## src/rtl/kbc_pkg.sv

```systemverilog
package kbc_pkg;
  localparam int BW = 8;

  typedef enum logic [2:0] {
    PEND_NONE, PEND_MODE, PEND_OUTP, PEND_KBUF, PEND_MBUF, PEND_MDEV
  } pend_e;

  typedef enum logic [1:0] {SRC_CONST, SRC_MODE, SRC_WDATA} rsrc_e;

  typedef struct packed {
    logic          cmdWrite;
    logic          dataWrite;
    logic          ldMode;
    logic          ldOutPort;
    logic          setMouseDis;
    logic          clrMouseDis;
    logic          setKbdDis;
    logic          clrKbdDis;
    logic          setSelfTest;
    logic          queueReply;
    logic          replyAux;
    rsrc_e         replySrc;
    logic [BW-1:0] constByte;
    logic          devWr;
    logic          devMouse;
    logic          sysReset;
    logic          cmdErr;
  } ctl_t;

  localparam int MODE_KINT_BIT  = 0;
  localparam int MODE_MINT_BIT  = 1;
  localparam int MODE_KDIS_BIT  = 4;
  localparam int MODE_MDIS_BIT  = 5;
  localparam int MODE_TRANS_BIT = 6;
endpackage

```

## src/rtl/kbcCtrl.sv

```systemverilog
module kbcCtrl
  import kbc_pkg::*;
(
  input  logic          clk,
  input  logic          rstN,
  input  logic          busWr,
  input  logic          busAddr,
  input  logic [BW-1:0] busWdata,
  output ctl_t          ctl
);
  pend_e pendQ, pendD;
  logic  cmdStb, dataStb;

  assign cmdStb  = busWr & busAddr;
  assign dataStb = busWr & ~busAddr;

  always_comb begin
    ctl   = '0;
    pendD = pendQ;
    if (cmdStb) begin
      ctl.cmdWrite = 1'b1;
      if (busWdata[7:4] == 4'hF) begin
        ctl.sysReset = ~busWdata[0];
      end else begin
        unique case (busWdata)
          8'h20: begin ctl.queueReply = 1'b1; ctl.replySrc = SRC_MODE; end
          8'h60: pendD = PEND_MODE;
          8'hD1: pendD = PEND_OUTP;
          8'hD2: pendD = PEND_KBUF;
          8'hD3: pendD = PEND_MBUF;
          8'hD4: pendD = PEND_MDEV;
          8'hA7: ctl.setMouseDis = 1'b1;
          8'hA8: ctl.clrMouseDis = 1'b1;
          8'hA9: begin ctl.queueReply = 1'b1; ctl.constByte = 8'h00; end
          8'hAA: begin
            ctl.setSelfTest = 1'b1;
            ctl.queueReply  = 1'b1;
            ctl.constByte   = 8'h55;
          end
          8'hAB: begin ctl.queueReply = 1'b1; ctl.constByte = 8'h00; end
          8'hAD: ctl.setKbdDis = 1'b1;
          8'hAE: ctl.clrKbdDis = 1'b1;
          8'hC0: begin ctl.queueReply = 1'b1; ctl.constByte = 8'h80; end
          default: begin
            ctl.cmdWrite = 1'b0;
            ctl.cmdErr   = 1'b1;
          end
        endcase
      end
    end else if (dataStb) begin
      ctl.dataWrite = 1'b1;
      pendD         = PEND_NONE;
      unique case (pendQ)
        PEND_MODE: ctl.ldMode    = 1'b1;
        PEND_OUTP: ctl.ldOutPort = 1'b1;
        PEND_KBUF: begin ctl.queueReply = 1'b1; ctl.replySrc = SRC_WDATA; end
        PEND_MBUF: begin
          ctl.queueReply = 1'b1;
          ctl.replySrc   = SRC_WDATA;
          ctl.replyAux   = 1'b1;
        end
        PEND_MDEV: begin ctl.devWr = 1'b1; ctl.devMouse = 1'b1; end
        default:   ctl.devWr = 1'b1;
      endcase
    end
  end

  always_ff @(posedge clk) begin
    if (!rstN) pendQ <= PEND_NONE;
    else       pendQ <= pendD;
  end

  // one data write always consumes the pending target
  a_r3_pend_cleared: assert property (@(posedge clk) disable iff (!rstN)
    dataStb |=> pendQ == PEND_NONE);
  // a rejected command keeps the pending target
  a_r9_err_keeps_pend: assert property (@(posedge clk) disable iff (!rstN)
    ctl.cmdErr |=> $stable(pendQ));
endmodule

```

## src/rtl/kbcDatapath.sv

```systemverilog
module kbcDatapath
  import kbc_pkg::*;
#(
  parameter logic [BW-1:0] MODE_RST = 8'h03,
  parameter logic [BW-1:0] OUTP_RST = 8'hCF
) (
  input  logic          clk,
  input  logic          rstN,
  input  ctl_t          ctl,
  input  logic [BW-1:0] busWdata,
  input  logic          busAddr,
  input  logic          bufFull,
  input  logic          bufAux,
  input  logic [BW-1:0] bufData,
  output logic [BW-1:0] busRdata,
  output logic          replyValid,
  output logic          replyAux,
  output logic [BW-1:0] replyByte,
  output logic          devWrValid,
  output logic          devWrMouse,
  output logic [BW-1:0] devWrByte,
  output logic [BW-1:0] outPort,
  output logic          transEn,
  output logic          irqKbd,
  output logic          irqMouse,
  output logic          sysResetReq,
  output logic          cmdErr
);
  logic [BW-1:0] modeQ, outPortQ, replyD, statusByte;
  logic          selfTestQ, lastCmdQ;

  always_comb begin
    unique case (ctl.replySrc)
      SRC_MODE:  replyD = modeQ;
      SRC_WDATA: replyD = busWdata;
      default:   replyD = ctl.constByte;
    endcase
  end

  always_ff @(posedge clk) begin
    if (!rstN) begin
      modeQ     <= MODE_RST;
      outPortQ  <= OUTP_RST;
      selfTestQ <= 1'b0;
      lastCmdQ  <= 1'b1;
    end else begin
      if (ctl.ldMode) modeQ <= busWdata;
      else begin
        if (ctl.setMouseDis) modeQ[MODE_MDIS_BIT] <= 1'b1;
        if (ctl.clrMouseDis) modeQ[MODE_MDIS_BIT] <= 1'b0;
        if (ctl.setKbdDis)   modeQ[MODE_KDIS_BIT] <= 1'b1;
        if (ctl.clrKbdDis)   modeQ[MODE_KDIS_BIT] <= 1'b0;
      end
      if (ctl.ldOutPort)   outPortQ  <= busWdata;
      if (ctl.setSelfTest) selfTestQ <= 1'b1;
      if (ctl.cmdWrite)       lastCmdQ <= 1'b1;
      else if (ctl.dataWrite) lastCmdQ <= 1'b0;
    end
  end

  always_ff @(posedge clk) begin
    if (!rstN) begin
      replyValid  <= 1'b0;
      replyAux    <= 1'b0;
      replyByte   <= '0;
      devWrValid  <= 1'b0;
      devWrMouse  <= 1'b0;
      devWrByte   <= '0;
      sysResetReq <= 1'b0;
      cmdErr      <= 1'b0;
    end else begin
      replyValid  <= ctl.queueReply;
      devWrValid  <= ctl.devWr;
      sysResetReq <= ctl.sysReset;
      cmdErr      <= ctl.cmdErr;
      if (ctl.queueReply) begin
        replyAux  <= ctl.replyAux;
        replyByte <= replyD;
      end
      if (ctl.devWr) begin
        devWrMouse <= ctl.devMouse;
        devWrByte  <= busWdata;
      end
    end
  end

  assign statusByte = {2'b00, bufFull & bufAux, 1'b1, lastCmdQ, selfTestQ,
                       1'b0, bufFull};
  assign busRdata = busAddr ? statusByte : bufData;
  assign outPort  = outPortQ;
  assign transEn  = modeQ[MODE_TRANS_BIT];
  assign irqKbd   = bufFull & ~bufAux & modeQ[MODE_KINT_BIT] & ~modeQ[MODE_KDIS_BIT];
  assign irqMouse = bufFull & bufAux & modeQ[MODE_MINT_BIT];

  // a rejected command touches no register
  a_r9_err_no_effect: assert property (@(posedge clk) disable iff (!rstN)
    ctl.cmdErr |=> $stable(modeQ) && $stable(outPortQ) && $stable(lastCmdQ) && cmdErr);
  // at most one interrupt line at a time
  a_r6_irq_exclusive: assert property (@(posedge clk) disable iff (!rstN)
    $onehot0({irqKbd, irqMouse}));
  // one write yields at most one outgoing strobe
  a_r4_single_strobe: assert property (@(posedge clk) disable iff (!rstN)
    $onehot0({replyValid, devWrValid, cmdErr, sysResetReq}));
  // a data write clears the command flag
  a_r10_data_clears_flag: assert property (@(posedge clk) disable iff (!rstN)
    ctl.dataWrite |=> !busRdata[3] || !busAddr);
  // translation follows a fresh mode load
  a_r7_trans_follows: assert property (@(posedge clk) disable iff (!rstN)
    ctl.ldMode |=> transEn == $past(busWdata[MODE_TRANS_BIT]));
endmodule

```

## src/rtl/kbcSequencer.sv

```systemverilog
module kbcSequencer
  import kbc_pkg::*;
#(
  parameter logic [7:0] MODE_RST = 8'h03,
  parameter logic [7:0] OUTP_RST = 8'hCF
) (
  input  logic       clk,
  input  logic       rstN,
  input  logic       busWr,
  input  logic       busAddr,
  input  logic [7:0] busWdata,
  output logic [7:0] busRdata,
  input  logic       bufFull,
  input  logic       bufAux,
  input  logic [7:0] bufData,
  output logic       replyValid,
  output logic       replyAux,
  output logic [7:0] replyByte,
  output logic       devWrValid,
  output logic       devWrMouse,
  output logic [7:0] devWrByte,
  output logic [7:0] outPort,
  output logic       transEn,
  output logic       irqKbd,
  output logic       irqMouse,
  output logic       sysResetReq,
  output logic       cmdErr
);
  ctl_t ctl;

  kbcCtrl uCtrl (
    .clk(clk), .rstN(rstN), .busWr(busWr), .busAddr(busAddr),
    .busWdata(busWdata), .ctl(ctl)
  );

  kbcDatapath #(.MODE_RST(MODE_RST), .OUTP_RST(OUTP_RST)) uDp (
    .clk(clk), .rstN(rstN), .ctl(ctl), .busWdata(busWdata), .busAddr(busAddr),
    .bufFull(bufFull), .bufAux(bufAux), .bufData(bufData), .busRdata(busRdata),
    .replyValid(replyValid), .replyAux(replyAux), .replyByte(replyByte),
    .devWrValid(devWrValid), .devWrMouse(devWrMouse), .devWrByte(devWrByte),
    .outPort(outPort), .transEn(transEn), .irqKbd(irqKbd), .irqMouse(irqMouse),
    .sysResetReq(sysResetReq), .cmdErr(cmdErr)
  );
endmodule

```

## config.mk

```make
export PLATFORM = sky130hd
export DESIGN_NAME = kbcSequencer
export DESIGN_NICKNAME = d
export VERILOG_FILES = /design/src/rtl/kbc_pkg.sv /design/src/rtl/kbcCtrl.sv /design/src/rtl/kbcDatapath.sv /design/src/rtl/kbcSequencer.sv
export SDC_FILE = /design/constraint.sdc
export NUM_CORES = 1
export LEC_CHECK = 0
export BUFFER_PORTS_ARGS = -buffer_cell sky130_fd_sc_hd__buf_2
export CAP_MARGIN = 20
export CORE_MARGIN = 2
export CORE_UTILIZATION = 55
export DETAILED_ROUTE_END_ITERATION = 6
export PLACE_DENSITY = 0.89
export SLEW_MARGIN = 40
export SYNTH_ARGS = -nofsm -noshare
export SYNTH_HDL_FRONTEND = slang
export SYNTH_SLANG_ARGS = --single-unit
```

## constraint.sdc

```tcl
create_clock -name clk -period 4.7 [get_ports clk]
set_clock_uncertainty 0.2 [all_clocks]
set_input_delay 0.94 -clock clk [delete_from_list [all_inputs] [get_ports clk]]
set_output_delay 0.94 -clock clk [all_outputs]
set_load 0.05 [all_outputs]
```

==> impl_results.md, run 1 <==
* Run status: completed
* Unique cell type count in the Yosys netlist at between 40 and 50
* Syn Nets at 269
* Final number of hold-violating endpoints at 0
* Hold Buf Count CTS at 0
* Synth Register Bits at 43
* I/O pins at between 60 and 70
* Gpl congestion at 0.897
* Period utilization at 0.626
* First-pass GRT wire length at just under 9000 um
* Mapped Cells at 247
* Final hold slack at between 0.2 and 0.3 ns
* Routed len/inst at 15.8 um
* Initial DRT Pass Iterations at 5
* DIE AREA at 4440 um2
* Crit-path slowest cell: mux2_2
* Post-DP HPWL at 3770 um
* Commonest non-fill, non-tap cells in the layout: 62 x buf_2, 43 x dfxtp_1, 23 x nand2_1
* CTS resizes at 0
* WP buf/inv at 2
* Die height at 66.6 um
* Hold Path Class: reg -> reg
* Worst path max stage delay at 0.38 ns
* Cell-by-cell trace of the critical path: buf_2, mux2_2, buf_2
* Relative slew slack at 0.523
* YS warnings at 0
* Final Setup Violations at 0
* Post-Syn Area at about 2200 um2
* Die Wd at 66.6 um
* Final Critical Period at 2.94 ns
* Crit Path Max Fanout at 15
* Max Buffers Root-to-Sink at 2
* # rows at 22
* Critical path class: in -> out
* Top Family by Delay on Critical Path: buffers and inverters
* Most common cell on crit path: buf_2
* Area grow syn2layout at 16.8%
* Pre-CTS setup slack at ~1.8 ns
* Peak VDD IR at 0.205 mV
* Vias/cell at 6.06
* Max-cap violations at 0
* Mean Syn Cell Area at 8.73 um2
* Initial Utilization at 0.580
* Gr busiest metal: met2
* Clock-pin slew on the worst setup and hold paths at 0.08 ns
* CTS buffer count at 5
* Slew at the pin closest to its max-slew limit at 0.715 ns
* Total Wirelength at 5440 um
* Fin Setup TNS at 0 ns
* RSZ-0062 raised after global routing: no
* Antenna Violating Nets Remaining at 0
* Ant. Diodes at 0
* # H-tree levels at 2
* Worst setup SP type: primary input
* Overflow after GRT at 0
* Vias in the first global route at about 1,800
* Drc violations at 0
* Nets at 317
* Max Fclk at 0.340 GHz
* Core Region at 3720 um2
* Most common cell after layout, fill and taps aside: buf_2
* Predominant post-synthesis flop cell: dfxtp_1
* Register area share after synthesis at 0.399
* CTS tree: done
* Via Count at 2,086
* Final count of pins violating max slew at 0
* Clock root buffer: clkbuf_8
* Largest net degree at the start of global routing at 32
* CP Capture Type: output port
* Worst Path Arrival at 1.80 ns
* Post-CTS setup buffer count at 0
* GRT Resource Usage Total at 0.259
* Post-synth ARST share at 0
* Initial antenna violation count at 0
* GR Layer Usage met1 at 0.330
* Worst skew pair latency at 0.30 ns
* # clock sinks at 43
* Number of I/O port buffers at 62
* Leak Pwr at 1.12 nW
* Share of cells above drive strength 1 at 0.277
* PwrDens at 283 nW/um2
* Final worst slack at between 1.5 and 2 ns
* Worst EP required at around 3.6 ns
* Initial DRC count at 184
* Met3 Track Usage GR at 0.0709
* Tot Pwr at 0.712 mW
* Met2 Track Usage GR at 0.426
* EDFF count, synth at 0
## metrics by stage
step,instance area (um2),std cells,utilization
finish,2520,344,0.678
CTS,2520,344,0.678
global route,2520,344,0.678
detailed placement,2440,336,0.656
floorplan,2160,247,-
global placement,2440,336,0.656
## cell type report
type / count / area (um2)
repair buffers: 62 / 310
multi-input cells: 177 / 1180
fillers: 326 / 1200
well taps: 48 / 60.1
clock buffers: 7 / 76.3
inverters: 6 / 22.5
clock inverters: 1 / 5.00
flip-flops and latches: 43 / 861
## logic make-up after synthesis
logic type	after synthesis	share of synthesized area
simple gates	97	0.260
compound gates	58	0.185
flops	43	0.399
buf+inv	27	0.0516
mux	22	0.104
## power by group
group	internal (mW)	leakage [nW]	switching, mW
Sequential	0.370	0.348	0.00288
Combinational	0.0307	0.734	0.0817
Clock	0.104	0.0422	0.123
Total	0.505	1.12	0.208
## worst reg2reg max path, delay by kind of cell, from the launching register on
family / cells / cell delay [ns]
AOI/OAI and AO/OA: 3 / 1.06
DFF: 1 / 0.46
and+or+nand+nor: 1 / 0.50
## cell usage after synthesis (2+ instances only)
library cell   n  share of area
nand2_1       23          0.040
o22ai_1        2         0.0058
nand3_1        9          0.021
o211ai_1       6          0.021
and4b_1        2         0.0093
a211o_1        2         0.0081
o21ai_0       15          0.035
nand3b_1       5          0.017
or2_2          3         0.0087
a21oi_2        2         0.0081
nor2_1        18          0.031
dfxtp_1       43           0.40
or3b_2         2         0.0081
o21a_1         2         0.0070
buf_2          5          0.012
nor4bb_1       2         0.0093
nand4_1        2         0.0058
mux2_2         3          0.016
o32ai_1        5          0.020
clkbuf_1      15          0.026
mux2i_1       19          0.088
nand4b_1       2         0.0081
a22oi_1       11          0.038
inv_1          6          0.010
nand2b_1       3         0.0087
nor3_1         4         0.0093
a21oi_1        5          0.012
nor4_1         4          0.012
nor2b_1        7          0.020
## layer usage
metal / share of wire / vias up
met3: 0.074 / 8
met4: 0.012 / 0
met1: 0.44 / 975
met2: 0.47 / 91
li1: - / 1012
met5: 0 / -
## state kept, by name, summed over array words and instances, names as in the netlist
name / cells
uDp.cmdErr: 1
uDp.replyAux: 1
uDp.lastCmdQ: 1
uDp.selfTestQ: 1
uDp.outPort: 8
uDp.devWrByte: 8
uDp.replyByte: 8
uDp.devWrValid: 1
uDp.devWrMouse: 1
uCtrl.pendQ: 3
uDp.sysResetReq: 1
uDp.replyValid: 1
uDp.modeQ: 8
## worst paths after layout
path                                        end  cells after the start  slack, ns                         from
hold / removal        uDp.replyAux$_SDFFE_PN0P_                      2       0.26    uDp.replyAux$_SDFFE_PN0P_
hold reg to reg       uDp.replyAux$_SDFFE_PN0P_                      2       0.26    uDp.replyAux$_SDFFE_PN0P_
setup reg to reg  uDp.replyByte[6]$_SDFFE_PN0P_                      4       2.42  uCtrl.pendQ[2]$_SDFFE_PN0P_
setup / recovery                    busRdata[2]                      3       1.76                      busAddr
No activity file was read; power rests on OpenSTA's default activity.
==> inputs of run 2 (changes only) <==
--- a/config.mk
+++ b/config.mk
@@ -8,9 +8,9 @@
 export BUFFER_PORTS_ARGS = -buffer_cell sky130_fd_sc_hd__buf_2
 export CAP_MARGIN = 20
 export CORE_MARGIN = 2
-export CORE_UTILIZATION = 55
+export CORE_UTILIZATION = 46
 export DETAILED_ROUTE_END_ITERATION = 6
-export PLACE_DENSITY = 0.89
+export PLACE_DENSITY = 0.8
 export SLEW_MARGIN = 40
 export SYNTH_ARGS = -nofsm -noshare
 export SYNTH_HDL_FRONTEND = slang
==> constraint.sdc (replaced) <==
create_clock -name clk -period 2.5 [get_ports clk]
set_clock_uncertainty 0.2 [all_clocks]
set_input_delay 0.5 -clock clk [delete_from_list [all_inputs] [get_ports clk]]
set_output_delay 0.5 -clock clk [all_outputs]
set_load 0.05 [all_outputs]
==> run 2 against run 1 <==
Power is 110% higher; cell count is 4.7% higher; first-iteration DRC count is 25% lower; utilization is 8.1 points lower.
==> impl_results.md, run 2 (synthesis results as in run 1) <==
* Initial DRC count at 138
* Final Critical Period at 2.13 ns
* Hold Path Depth at 2
* # clock sinks at 43
* Relative slew slack at 0.672
* Cell-by-cell trace of the critical path: or3b_2, a21oi_2, buf_4, a22oi_1, a22oi_1
* Final count of pins violating max slew at 0
* Reg2reg setup slack at around 0.37 ns
* GRT Resource Usage Total at 0.210
* Period utilization at 0.852
* # rows at 24
* Final Setup Violations at 0
* Total Wirelength at 5400 um
* Worst path max stage delay at around 0.50 ns
* Routed len/inst at 15.0 um
* Worst reg2reg path depth at 5
* Final worst slack at 0.369 ns
* Number of I/O port buffers at 62
* Final core occ at 0.597
* Post-DP HPWL at between 3000 and 4000 um
* WP buf/inv at 1
* Slew at the pin closest to its max-slew limit at 0.492 ns
* Pre-CTS setup slack at approximately 0.15 ns
* Drc violations at 0
* CTS buffer count at 5
* Worst EP required at 2.52 ns
* Die Wd at ~72 um
* CTS tree: done
* Die height at a little over 70 um
* PwrDens at 551 nW/um2
* Overflow after GRT at 0
* Peak VDD IR at 0.442 mV
* Largest net degree at the start of global routing at 31
* Core Region at ~4400 um2
* Final number of hold-violating endpoints at 0
* Critical path class: reg -> reg
* Worst setup SP type: register
* Antenna Violating Nets Remaining at 0
* Top Family by Delay on Critical Path: compound AO/OA/AOI/OAI gates
* R2r startpoint: uCtrl.pendQ[2]$_SDFFE_PN0P_
* Max-cap violations at 0
* Post-CTS setup buffer count at 0
* First-pass GRT wire length at 8680 um
* Most common cell after layout, fill and taps aside: buf_2
* Vias in the first global route at 1,832
* Crit Path Max Fanout at 12
* Hold Path Class: reg -> reg
* Most common cell on crit path: a22oi_1
* Initial antenna violation count at 0
* I/O pins at between 60 and 70
* Commonest non-fill, non-tap cells in the layout: 62 x buf_2, 43 x dfxtp_1, 23 x nand2_1
* Initial DRT Pass Iterations at 7
* Vias/cell at 5.81
* R2r endpoint: uDp.replyByte[4]$_SDFFE_PN0P_
* Min-Delay Endpoint: uDp.replyAux$_SDFFE_PN0P_
* Crit-path slowest cell: or3b_2
* Max Buffers Root-to-Sink at 2
* Critical path depth at 5
* Initial Utilization at 0.485
* Worst skew pair latency at between 0.2 and 0.3 ns
* Area grow syn2layout at 23.0%
* Leak Pwr at ~1.2 nW
* Nets at 329
* Gpl congestion at 0.907
* Clock-pin slew on the worst setup and hold paths at 0.08 ns
* Min-delay src: uDp.replyAux$_SDFFE_PN0P_
* CTS resizes at 0
* Worst Path Arrival at between 2 and 2.5 ns
* Fin Setup TNS at 0 ns
* Clock root buffer: clkbuf_8
* Max Fclk at ~0.47 GHz
* Hold Buf Count CTS at 0
* # H-tree levels at 2
* DIE AREA at 5250 um2
* Via Count at 2,093
* Share of cells above drive strength 1 at 0.315
* CP Capture Type: register
* Ant. Diodes at 0
* RSZ-0062 raised after global routing: no
* Run status: completed
==> run 2: cell types whose count changed in the layout (fill, tap and decap cells not counted), sizes merged <==
cell | before | now
clkinv | 1 | 2
buf | 62 | 74
bufinv | 0 | 1
clkbuf | 7 | 5
==> run 2: layer usage <==
layer | up-vias | routed length [um] | GRT usage
li1 | 1022 | - | -
met1 | 976 | 2560 | 0.301
met2 | 88 | 2380 | 0.314
met3 | 7 | 397 | 0.0458
met4 | 0 | 59 | 0.0658
met5 | - | 0 | 0
==> run 2: how the worst max path moves through the flow <==
stage                                start                       endpoint  slack [ns]
2_1_floorplan                      bufFull                         irqKbd        0.29
3_3_place_gp                   busWdata[5]  uDp.replyByte[6]$_SDFFE_PN0P_        0.24
4_1_cts        uCtrl.pendQ[2]$_SDFFE_PN0P_  uDp.replyByte[0]$_SDFFE_PN0P_        0.39
5_1_grt        uCtrl.pendQ[2]$_SDFFE_PN0P_  uDp.replyByte[0]$_SDFFE_PN0P_        0.22
6_report       uCtrl.pendQ[2]$_SDFFE_PN0P_  uDp.replyByte[4]$_SDFFE_PN0P_        0.37
3_5_place_dp                   busWdata[5]  uDp.replyByte[0]$_SDFFE_PN0P_        0.15
==> run 2: layout make-up <==
cell class | count | area, um2
multi-input combinational | 177 | 1190
clock inverter | 3 | 43.8
clock buffer | 5 | 68.8
tap | 52 | 65.1
timing repair buffer | 74 | 400
fill | 415 | 1790
sequential | 43 | 861
inverter | 6 | 22.5
==> run 2: through the flow <==
stage	cell area [um2]	power [mW]	std cells	hold slack, ns
after CTS	2650	1.47	360	0.258
final	2650	1.46	360	0.253
after floorplan	2160	0.869	247	0.235
after global routing	2650	1.52	360	0.287
after detailed placement	2540	0.937	352	0.247
after global placement	2540	0.935	352	0.243
==> run 2: tightest hold or removal path, stage by stage (launching register included) <==
cell     delay, ns
dfxtp_1       0.31
nand2_1       0.05
o31ai_1       0.05
==> run 2: where the power goes <==
part	internal (mW)	switching, mW	total [mW]
logic	0.0677	0.155	0.223
registers	0.695	0.00537	0.700
clock network	0.297	0.240	0.537
==> inputs of run 3 (changes only) <==
--- a/config.mk
+++ b/config.mk
@@ -8,10 +8,12 @@
 export BUFFER_PORTS_ARGS = -buffer_cell sky130_fd_sc_hd__buf_2
 export CAP_MARGIN = 20
 export CORE_MARGIN = 2
-export CORE_UTILIZATION = 46
+export CORE_UTILIZATION = 47
 export DETAILED_ROUTE_END_ITERATION = 6
+export MAX_ROUTING_LAYER = met4
 export PLACE_DENSITY = 0.8
 export SLEW_MARGIN = 40
 export SYNTH_ARGS = -nofsm -noshare
 export SYNTH_HDL_FRONTEND = slang
+export SYNTH_HIERARCHICAL = 1
 export SYNTH_SLANG_ARGS = --single-unit
==> run 3 against run 2 <==
Combinational power up 9.4%; design area up 14%; critical path depth up 5; power up 9.1%; utilization up 3.4 points; first-iteration DRC count up 2.2%; cell count up 8.1%; fmax down 14%; hold slack better by 0.013 ns; wire length up 11%; non-clock buffer count up 12; clock power up 20%; critical endpoint is now uDp/replyByte[7]$_SDFFE_PN0P_; largest cell class unchanged.
==> impl_results.md, run 3 <==
* Worst Path Arrival at 2.47 ns
* Final Critical Period at 2.48 ns
* Clock root buffer: clkbuf_8
* Top-count cell post-synth: dfxtp_1
* DIE AREA at 5590 um2
* Vias/cell at 5.53
* Layout Cells excl Fill at 389
* Post-Syn Area at 2350 um2
* Initial DRC count at ~140
* Post-DP HPWL at 4030 um
* Nets at 345
* Clock network fraction of total power at 0.405
* Hold Path Class: reg -> reg
* Final count of pins violating max slew at 0
* YS warnings at 6
* I/O pins at 63
* PwrDens at around 530 nW/um2
* Worst path max stage delay at approximately 0.51 ns
* CP Capture Type: register
* Routed len/inst at 15.4 um
* Crit Path Max Fanout at 8
* Max-cap violations at 0
* Vias in the first global route at 1,827
* CTS tree: done
* Critical path class: in -> reg
* Top post-synthesis cells by count: 43 x dfxtp_1, 24 x mux2i_1, 21 x nand2_1, 21 x nor2b_1, 14 x nor2_1
* Hold Buf Count CTS at 0
* Initial antenna violation count at 0
* Mapped Cells at 251
* Most common cell after layout, fill and taps aside: buf_2
* EDFF count, synth at 0
* # H-tree levels at 2
* Number of I/O port buffers at 62
* Area grow syn2layout at 28.3%
* WL met3 at around 440 um
* Synth Register Bits at 43
* Register area share after synthesis at 0.366
* Max Fclk at just over 0.4 GHz
* Overflow after GRT at 0
* Share of cells above drive strength 1 at 0.407
* Mean Syn Cell Area at 9.38 um2
* Pint at 1.18 mW
* Core Region at between 4000 and 5000 um2
* Via Count at 2,151
* Top sig layer: met4
* M1 wire length at 2560 um
* Commonest non-fill, non-tap cells in the layout: 61 x buf_2, 43 x dfxtp_1, 24 x buf_4, 24 x mux2i_1, 21 x nor2b_1
* Gpl congestion at 0.896
* # rows at 25
* GRT Resource Usage Total at 0.215
* Max Buffers Root-to-Sink at 2
* Switching power at 0.416 mW
* First-pass GRT wire length at 8810 um
* Worst EP required at 2.49 ns
* Ant. Diodes at 0
* CTS buffer count at 5
* Post-synth ARST share at 0
* Die height at approximately 75 um
* Period utilization at 0.993
* Cell-by-cell trace of the critical path: buf_2, or4_4, buf_4, nor2_1, a2bb2oi_1, o22ai_1, buf_4, nand2b_4, a221oi_2, nor3b_2
* Predominant post-synthesis flop cell: dfxtp_1
* Final Setup Violations at 0
* Switching part of the total at 0.261
* Gate power share at 0.153
* Crit-path slowest cell: or4_4
* Clock-pin slew on the worst setup and hold paths at 0.08 ns
* Run status: completed
* Routed length on met2 at 2900 um
* Initial DRT Pass Iterations at 5
* Most common cell on crit path: buf_4
* Top cells by area, synth: dfxtp_1 37%, mux2i_1 10%, nor2b_1 5.6%, a221oi_2 5.1%, nor3b_2 3.7%
* Pre-CTS setup slack at -0.311 ns
* Final number of hold-violating endpoints at 0
* Synth area leader: dfxtp_1
* # clock sinks at 43
* Initial Utilization at 0.492
* Worst setup SP type: primary input
* Leak Pwr at 1.25 nW
* Total Wirelength at roughly 6000 um
* Final core occ at 0.631
* Slew at the pin closest to its max-slew limit at 0.699 ns
* Dpl cells at 380
* Antenna Violating Nets Remaining at 0
* Post-synth top area share at 0.366
* Die Wd at 74.8 um
* Unique cell type count in the Yosys netlist at 54
* Largest net degree at the start of global routing at 47
* Worst skew pair latency at 0.30 ns
* Relative slew slack at 0.534
* Tot Pwr at 1.59 mW
* Drc violations at 0
* Final worst slack at 0.0184 ns
* Peak VDD IR at about 0.48 mV
* Sequential Power Share at 0.442
-- run 3: worst paths after layout --
kind / startpoint / end / slack (ns) / depth (start not counted)
min reg2reg: uDp/selfTestQ$_SDFFE_PN0P_ / uDp/selfTestQ$_SDFFE_PN0P_ / 0.27 / 1
max reg2reg: uCtrl/pendQ[1]$_SDFFE_PN0P_ / uDp/replyByte[7]$_SDFFE_PN0P_ / 0.40 / 8
max: busWdata[0] / uDp/replyByte[7]$_SDFFE_PN0P_ / 0.02 / 10
min: uDp/selfTestQ$_SDFFE_PN0P_ / uDp/selfTestQ$_SDFFE_PN0P_ / 0.27 / 1
-- run 3: cells by family (layout without fill, tap and decap cells) --
group                    count (synthesis)  count (layout)  share of synthesized area
AO/OA/AOI/OAI                           37              37                      0.142
XOR/XNOR                                 2               2                    0.00744
adder cells (fa/ha/maj)                  2               2                     0.0106
buffers and inverters                   32             101                     0.0776
flip-flops                              43              43                      0.366
multiplexers                            27              27                      0.116
other                                    1               3                    0.00159
AND/OR/NAND/NOR                        107             107                      0.278
-- run 3: worst max-delay path: cells and delay by family --
| kind | cells | cell delay [ns] |
|---|---|---|
| compound gates | 3 | 0.60 |
| simple gates | 4 | 0.86 |
| buf+inv | 3 | 0.50 |
-- run 3: through the flow --
step | TNS, ns | hold slack [ns] | instance area (um2)
after floorplan | -1.67 | 0.235 | 2390
after global placement | -2.01 | 0.245 | 2810
after detailed placement | -2.38 | 0.255 | 2810
after CTS | 0 | 0.274 | 2950
after global routing | -0.0467 | 0.305 | 3020
final | 0 | 0.266 | 3020
-- run 3: metal layers --
metal | global-route usage | up-vias
met3 | 0.0549 | 15
met1 | 0.273 | 1016
met2 | 0.335 | 93
met5 | - | -
li1 | - | 1027
met4 | 0.0734 | 0
-- run 3: cell type report --
type | count | area (um2)
Clock buffer | 5 | 68.8
Clock inverter | 3 | 67.6
Fill cell | 384 | 1770
Inverter | 7 | 26.3
Multi-Input combinational cell | 178 | 1420
Sequential cell | 43 | 861
Tap cell | 67 | 83.8
Timing Repair Buffer | 86 | 497
-- run 3: repair_timing --
| item | in CTS | in global routing |
|---|---|---|
| resized for setup | 0 | 11 |
| buffers inserted | 0 | 1 |
| endpoints found under the hold margin | 0 | 0 |
| setup endpoints to repair | 0 | 8 |
-- run 3: power by group through the flow --
stage               sequential, mW  combinational, mW  clock, mW
finish                       0.705              0.244      0.645
global route                 0.706              0.258      0.673
CTS                          0.704              0.239      0.648
detailed placement           0.720              0.237          0
global placement             0.720              0.234          0
floorplan                    0.751              0.130          0
